<file path="src/rtl/adc_framer_pkg.sv">
// Shared types and helpers for the multichannel serializer.
// Assumes a single bit-rate clock domain for all logic.
package adc_framer_pkg;

    localparam int PRBS_W = 23;

    // Word source selector
    typedef enum logic [1:0] {
        SRC_CONV   = 2'd0,
        SRC_TOGGLE = 2'd1,
        SRC_PRBS   = 2'd2,
        SRC_USER   = 2'd3
    } src_sel_e;

    // One step of the x^23 + x^18 + 1 Fibonacci LFSR
    function automatic logic [PRBS_W-1:0] prbs_step(input logic [PRBS_W-1:0] s);
        return {s[PRBS_W-2:0], s[22] ^ s[17]};
    endfunction

endpackage

</file>
<file path="src/rtl/adc_frame_timer.sv">
// Frame timer: counts bits within a word, issues the load strobe,
// drives the frame clock and the mid-bit DDR data clock.
// Assumes W is even and at least 8; the length is sampled only at load.
module adc_frame_timer #(
    parameter int W  = 14,
    localparam int CW = $clog2(W + 1)
) (
    input  logic          clk_bit,
    input  logic          rst_n,
    input  logic [1:0]    res_sel_i,
    output logic          load_o,
    output logic          run_o,
    output logic [CW-1:0] cnt_o,
    output logic [CW-1:0] len_o,
    output logic          frame_o,
    output logic          dclk_o
);
    logic          run_q;
    logic [CW-1:0] cnt_q;
    logic [CW-1:0] len_q;
    logic [CW-1:0] len_next;
    logic          dclk_q;

    // Word length chosen for the next frame
    always_comb len_next = CW'(W - 2 * int'(res_sel_i));

    // Load on the first edge after reset and after the last bit of each word
    always_comb load_o = !run_q || (cnt_q == len_q - CW'(1));

    // Bit counter, running flag and latched word length
    always_ff @(posedge clk_bit) begin
        if (!rst_n) begin
            run_q <= 1'b0;
            cnt_q <= '0;
            len_q <= CW'(W);
        end else if (load_o) begin
            run_q <= 1'b1;
            cnt_q <= '0;
            len_q <= len_next;
        end else begin
            cnt_q <= cnt_q + CW'(1);
        end
    end

    // Data clock toggles on the falling edge, so its edges sit mid-bit
    always_ff @(negedge clk_bit) begin
        if (!rst_n) dclk_q <= 1'b0;
        else if (run_q) dclk_q <= ~dclk_q;
    end

    // Frame clock is high for the first half of the word
    always_comb frame_o = run_q && (cnt_q < (len_q >> 1));

    assign run_o  = run_q;
    assign cnt_o  = cnt_q;
    assign len_o  = len_q;
    assign dclk_o = dclk_q;

endmodule

</file>
<file path="src/rtl/adc_pattern_src.sv">
// Test word source shared by all lanes: alternating ones/zeros, LFSR
// pseudorandom word and user word. Both generators step once per frame
// regardless of the selected source. Assumes W <= 23.
module adc_pattern_src
    import adc_framer_pkg::*;
#(
    parameter int W = 14
) (
    input  logic         clk_bit,
    input  logic         rst_n,
    input  logic         load_i,
    input  src_sel_e     sel_i,
    input  logic [W-1:0] user_word_i,
    output logic [W-1:0] pat_o
);
    logic              alt_q;
    logic [PRBS_W-1:0] lfsr_q;

    // Advance both generators at every frame load
    always_ff @(posedge clk_bit) begin
        if (!rst_n) begin
            alt_q  <= 1'b1;
            lfsr_q <= PRBS_W'(1);
        end else if (load_i) begin
            alt_q  <= ~alt_q;
            lfsr_q <= prbs_step(lfsr_q);
        end
    end

    // Pick the test word for the frame being loaded
    always_comb begin
        case (sel_i)
            SRC_TOGGLE: pat_o = {W{alt_q}};
            SRC_PRBS:   pat_o = lfsr_q[W-1:0];
            SRC_USER:   pat_o = user_word_i;
            default:    pat_o = '0;
        endcase
    end

endmodule

</file>
<file path="src/rtl/adc_lane_ser.sv">
// One serial lane: formats a word (coding, source, bit order,
// truncation) at load and shifts it out MSB-of-register first.
// Power-down is latched at load with the word.
module adc_lane_ser #(
    parameter int W = 14
) (
    input  logic         clk_bit,
    input  logic         rst_n,
    input  logic         load_i,
    input  logic [W-1:0] sample_i,
    input  logic         use_conv_i,
    input  logic [W-1:0] pat_i,
    input  logic         offset_bin_i,
    input  logic         lsb_first_i,
    input  logic [1:0]   res_sel_i,
    input  logic         pd_i,
    output logic         ser_o,
    output logic         pd_o
);
    logic [W-1:0] src;
    logic [W-1:0] rev;
    logic [W-1:0] fmt;
    logic [W-1:0] sh_q;
    logic         pd_q;

    // Select source and apply output coding to conversion data only
    always_comb begin
        if (use_conv_i) src = {sample_i[W-1] ^ offset_bin_i, sample_i[W-2:0]};
        else            src = pat_i;
    end

    // Reverse and realign so the lowest kept bit leads in LSB-first order
    always_comb begin
        for (int i = 0; i < W; i++) rev[i] = src[W-1-i];
        fmt = lsb_first_i ? (rev << {res_sel_i, 1'b0}) : src;
    end

    // Load the formatted word at the boundary, else shift one bit
    always_ff @(posedge clk_bit) begin
        if (!rst_n) begin
            sh_q <= '0;
            pd_q <= 1'b0;
        end else if (load_i) begin
            sh_q <= fmt;
            pd_q <= pd_i;
        end else begin
            sh_q <= {sh_q[W-2:0], 1'b0};
        end
    end

    assign ser_o = sh_q[W-1];
    assign pd_o  = pd_q;

endmodule

</file>
<file path="src/rtl/adc_lane_framer.sv">
// Top: CH serial lanes sharing one frame timer and one test source.
// All configuration and data are sampled only at the frame-load edge.
module adc_lane_framer
    import adc_framer_pkg::*;
#(
    parameter int CH = 8,
    parameter int W  = 14
) (
    input  logic            clk_bit,
    input  logic            rst_n,
    input  logic [CH*W-1:0] sample_i,
    input  logic            offset_bin_i,
    input  logic            lsb_first_i,
    input  logic [1:0]      res_sel_i,
    input  logic [1:0]      test_sel_i,
    input  logic [W-1:0]    user_word_i,
    input  logic [CH-1:0]   pd_i,
    output logic [CH-1:0]   lane_o,
    output logic            frame_o,
    output logic            dclk_o
);
    localparam int CW = $clog2(W + 1);

    logic          load_w;
    logic          run_w;
    logic [CW-1:0] cnt_w;
    logic [CW-1:0] len_w;
    logic [W-1:0]  pat_w;
    logic [CH-1:0] ser_w;
    logic [CH-1:0] pd_q_w;
    src_sel_e      sel_w;

    assign sel_w = src_sel_e'(test_sel_i);

    adc_frame_timer #(.W(W)) u_timer (
        .clk_bit  (clk_bit),
        .rst_n    (rst_n),
        .res_sel_i(res_sel_i),
        .load_o   (load_w),
        .run_o    (run_w),
        .cnt_o    (cnt_w),
        .len_o    (len_w),
        .frame_o  (frame_o),
        .dclk_o   (dclk_o)
    );

    adc_pattern_src #(.W(W)) u_pat (
        .clk_bit    (clk_bit),
        .rst_n      (rst_n),
        .load_i     (load_w),
        .sel_i      (sel_w),
        .user_word_i(user_word_i),
        .pat_o      (pat_w)
    );

    for (genvar c = 0; c < CH; c++) begin : g_lane
        adc_lane_ser #(.W(W)) u_lane (
            .clk_bit     (clk_bit),
            .rst_n       (rst_n),
            .load_i      (load_w),
            .sample_i    (sample_i[c*W +: W]),
            .use_conv_i  (sel_w == SRC_CONV),
            .pat_i       (pat_w),
            .offset_bin_i(offset_bin_i),
            .lsb_first_i (lsb_first_i),
            .res_sel_i   (res_sel_i),
            .pd_i        (pd_i[c]),
            .ser_o       (ser_w[c]),
            .pd_o        (pd_q_w[c])
        );
        // Powered-down lane is held low
        assign lane_o[c] = ser_w[c] & ~pd_q_w[c];
    end

endmodule

</file>
<file path="config.mk">
export PLATFORM = sky130hd
export DESIGN_NAME = adc_lane_framer
export DESIGN_NICKNAME = d
export VERILOG_FILES = /design/src/rtl/adc_framer_pkg.sv /design/src/rtl/adc_frame_timer.sv /design/src/rtl/adc_pattern_src.sv /design/src/rtl/adc_lane_ser.sv /design/src/rtl/adc_lane_framer.sv
export SDC_FILE = /design/constraint.sdc
export NUM_CORES = 1
export LEC_CHECK = 0
export ABC_AREA = 1
export CAP_MARGIN = 10
export CORE_ASPECT_RATIO = 1.1
export CORE_MARGIN = 3
export CORE_UTILIZATION = 30
export DETAILED_ROUTE_END_ITERATION = 6
export GPL_TIMING_DRIVEN = 0
export SKIP_CTS_REPAIR_TIMING = 1
export SYNTH_ARGS = -nofsm -noshare
export SYNTH_HDL_FRONTEND = slang
export SYNTH_SLANG_ARGS = --single-unit
</file>
<file path="constraint.sdc">
create_clock -name clk_bit -period 2.6 [get_ports clk_bit]
set_input_delay 0.39 -clock clk_bit [delete_from_list [all_inputs] [get_ports clk_bit]]
set_output_delay 0.39 -clock clk_bit [all_outputs]
set_load 0.05 [all_outputs]
</file>
# --- Yosys cells after proc, flatten, opt, wreduce, memory -nomap -nowiden ---
# Cells that the tools add are included.
# W data, S select, Z words.
op_classes:
  n_reduce_logical: 6
  n_shift: 8
  n_bitwise: 28
  n_addsub: 3
  n_mul: 0
  eq_ne: 4
  n_lt_le_gt_ge: 1
  n_div: 0
  n_mux: 25
ops:
  columns: ["operator", "count"]
  rows:
  - ["$mux W14", 24]
  - ["$shl A14 B3 Y14", 8]
  - ["$pmux W14 S3", 1]
  - ["$not A1 Y1", 11]
  - ["$xor A1 B1 Y1", 9]
  - ["$and A1 B1 Y1", 8]
  - ["$add A4 B1 Y4 const B", 1]
  - ["$eq A2 B2 Y1 const B", 2]
  - ["$eq A4 B4 Y1", 1]
  - ["$lt A4 B3 Y1", 1]
  - ["$sub A4 B1 Y4 const B", 1]
  - ["$sub A4 B3 Y4 const A", 1]
  - ["$eq A2 B1 Y1 const B", 1]
  - ["$logic_not A2 Y1", 1]
  - ["$reduce_and A2 Y1", 1]
  - ["$reduce_or A2 Y1", 1]
  - ["$logic_and A1 B1 Y1", 1]
  - ["$logic_not A1 Y1", 1]
  - ["$logic_or A1 B1 Y1", 1]
totals:
  word_cells: 105
  regBits: 154
  mem_count: 0
  ram_bits: 0
  romBits: 0
  in_bits: 142
  latch_bits: 0

# --- Logic depth before layout (Yosys ltp) ---
depth:
  ltp_word: 6
  depth_mapped: 13
  ltp_nobuf: 11

# --- Cells and area by module ---
# Synthesis repeated with hierarchy kept, for this count alone.
unflattened:
  hier_cells: 1826
  area_unflattened_um2: 11491.0
modules_own_cells:
  columns: ["mod", "n_inst", "cells_each", "seq_area_each_um2", "area_each_um2"]
  rows:
  - ["adc_lane_ser", 8, 198, 300.3, 1228.7]
  - ["adc_pattern_src", 1, 159, 480.5, 1129.8]
  - ["adc_frame_timer", 1, 66, 160.2, 447.9]
  - ["adc_lane_framer", 1, 17, 0.0, 83.8]

==> run metrics <==
1st-iter DRT viols 1517; Core ar. 0.0317 mm^2; post-route ant nets 0; area delta synth->final 26.7%; Yosys cell types 25; H-tree depth 4; syn_area_per_cell 5.89 um^2; max-cap violations 0; R2R setup slack 0.19 ns; Yosys top cell by area dfxtp_1; Seq pwr share 0.335; most common flop cell mapped by yosys dfxtp_1; largest net degree at the start of global routing 17; CTS buffer count 17; Logic pwr share 0.318; routed vias/inst 5.48; clock sinks 152; Power Density 610 mW/mm^2; Worst-path clk slew 0.08 ns; crit-path leading delay family flip-flops; PortBufs 147; TritonCTS clock tree built; placed insts 2220; Final setup viols 1; Seq/Total Area, Yosys 0.312; leakage power 5.96 nW; die footprint 0.0347 mm^2; vias in the first global route 11719; Clock Skew 0.0183 ns; IO Count 152; failing checks design-rule violations, negative setup slack; number of synthesized flops with an enable pin 0; Clock Latency Late Sink 0.47 ns; normalized max-slew margin 0.384; Hold Fails Final Rpt 0; ys async rst share 0; flip-flop and latch count after synthesis 152; via count 12330; gr ovfl total 0; crit start category flip-flop; antenna cell count 0; busiest layer in global routing met2; die width 178 um; top cells by area, synth dfxtp_1, nand2_1, nand3_1; Tightest Pin Transition 0.924 ns; met2 usage in global routing 0.455; Synth Cell Area 0.00974 mm^2; Hold Crit Class reg -> reg; final cell count without fillers 2252; M3 GR Usage 0.0715; starting density of the core 0.308; gp weighted congestion 1.02; run status complete, but fails checks; Nets 1964; Syn Nets 1798; Switching Share 0.381; Crit Path Max Fanout 2; crit path cell chain buf_6; slowest stage delay, CP 0.34 ns; unrepaired setup endpoints after global routing yes; Root Driver clkbuf_16; initial antenna violation count 0; worst setup margin -0.0584 ns; Longest Clk Path Bufs 2; first-pass GRT wire length 76400 um; Post-synth top cells nand2_1, nand3_1, dfxtp_1, buf_2, clkbuf_1; WP data arrival 2.27 ns; Worst IR Drop VDD 0.000486 V; Final Max Slew Viols 0; final WL 53200 um; CP bufs+invs 1; hpwl dp 38700 um; Total GRT Usage 0.303; Net Switching 2.87 mW; met1 Track Usage GR 0.402; Worst Setup End Kind primary output; Syn. warnings 0; Cell Int Power 4.66 mW; drt drc 1; critical path class reg -> out; Worst Path Required 2.21 ns; Cells after Synth 1653; share of cells above drive strength 1 0.0852; Cell Rows 68; top cell type's share of synthesized area 0.312; iteration count of the initial detailed-routing pass 7; CP max-delay cell dfxtp_2; clock share of power 0.347; Post-Route Utilization 0.390; post-DR wirelength/cell 23.6 um; chip height 195 um; most common cell in the netlist nand2_1
[area by class of cell]
type	count	area [um^2]
tap	420	526
fill	3530	19300
clock buffer	23	531
multi-input combinational	1328	5870
clock inverter	10	75.1
buffer	130	663
sequential	152	3040
timing repair buffer	147	1480
inverter	42	158
[power by group through the flow]
| stage | logic [mW] | registers [mW] | clock network [mW] |
|---|---|---|---|
| final | 2.39 | 2.52 | 2.62 |
| after global routing | 2.52 | 2.53 | 2.75 |
| after CTS | 2.30 | 2.52 | 2.66 |
| after detailed placement | 2.29 | 2.57 | 0.00481 |
| after global placement | 2.30 | 2.57 | 0.00481 |
| after floorplan | 1.29 | 2.57 | 0.00481 |
[final timing paths]
| kind | depth (start not counted) | to | from |
|---|---|---|---|
| min reg2reg | 2 | g_lane[5].u_lane.sh_q[13] | g_lane[5].u_lane.sh_q[12] |
| min | 2 | g_lane[5].u_lane.sh_q[13] | g_lane[5].u_lane.sh_q[12] |
| max reg2reg | 12 | g_lane[0].u_lane.sh_q[1] | u_timer.len_o[1] |
| max | 1 | dclk_o | u_timer.dclk_o |
[metal layers]
layer | part of all wire | wire length [um]
met2 | 0.43 | 22700
met3 | 0.10 | 5400
met4 | 0.058 | 3060
met1 | 0.41 | 22100
met5 | 0 | 0
[logic make-up (layout without fill, tap and decap cells)]
family                   count (synthesis)  in the layout  synth area share
AND/OR/NAND/NOR                       1259           1259             0.563
buffers and inverters                  173            352            0.0847
flip-flops                             152            152             0.312
AO/OA/AOI/OAI                           62             62            0.0321
XOR/XNOR                                 4              4           0.00360
adder cells (fa/ha/maj)                  3              3           0.00385
[sequential cells by signal (all words and copies together) (netlist names)]
name                cells
g_lane.u_lane.sh_q    112
u_pat.lfsr_q           23
g_lane.u_lane.pd_o      8
u_timer.cnt_o           4
u_timer.dclk_o          1
u_pat.alt_q             1
u_timer.run_o           1
u_timer.len_o           2
[placed cells by master, fill, tap and decap left out]
master / count
nor2_1: 28
or2_2: 5
ha_1: 3
clkdlybuf4s50_1: 145
o21ai_1: 14
nand3_1: 486
inv_4: 3
nand4_1: 1
nand2_2: 2
dfxtp_2: 1
nor2_2: 10
clkbuf_8: 4
clkbuf_16: 19
xor2_1: 2
and2_0: 1
nand3_2: 1
buf_4: 18
nor2_4: 13
dlymetal6s2s_1: 1
inv_6: 4
a21oi_1: 29
clkbuf_1: 38
inv_2: 7
dfxtp_1: 151
nand2_1: 712
inv_1: 36
buf_2: 62
clkinv_4: 2
buf_1: 8
buf_6: 5
o21a_1: 1
xnor2_1: 2
o21ai_0: 18
[stage by stage]
step	hold slack, ns	setup slack, ns	TNS, ns	total power, mW	area [um^2]
2_1_floorplan	0.403	0.293	0	3.87	9740
3_3_place_gp	0.407	-0.231	-0.231	4.87	11700
3_5_place_dp	0.407	-0.246	-0.246	4.87	11700
4_1_cts	0.401	-0.742	-0.850	7.48	12300
5_1_grt	0.435	-0.0964	-0.0964	7.81	12300
6_report	0.414	-0.0584	-0.0584	7.53	12300
Note: power is estimated with default switching activity, not from simulation.
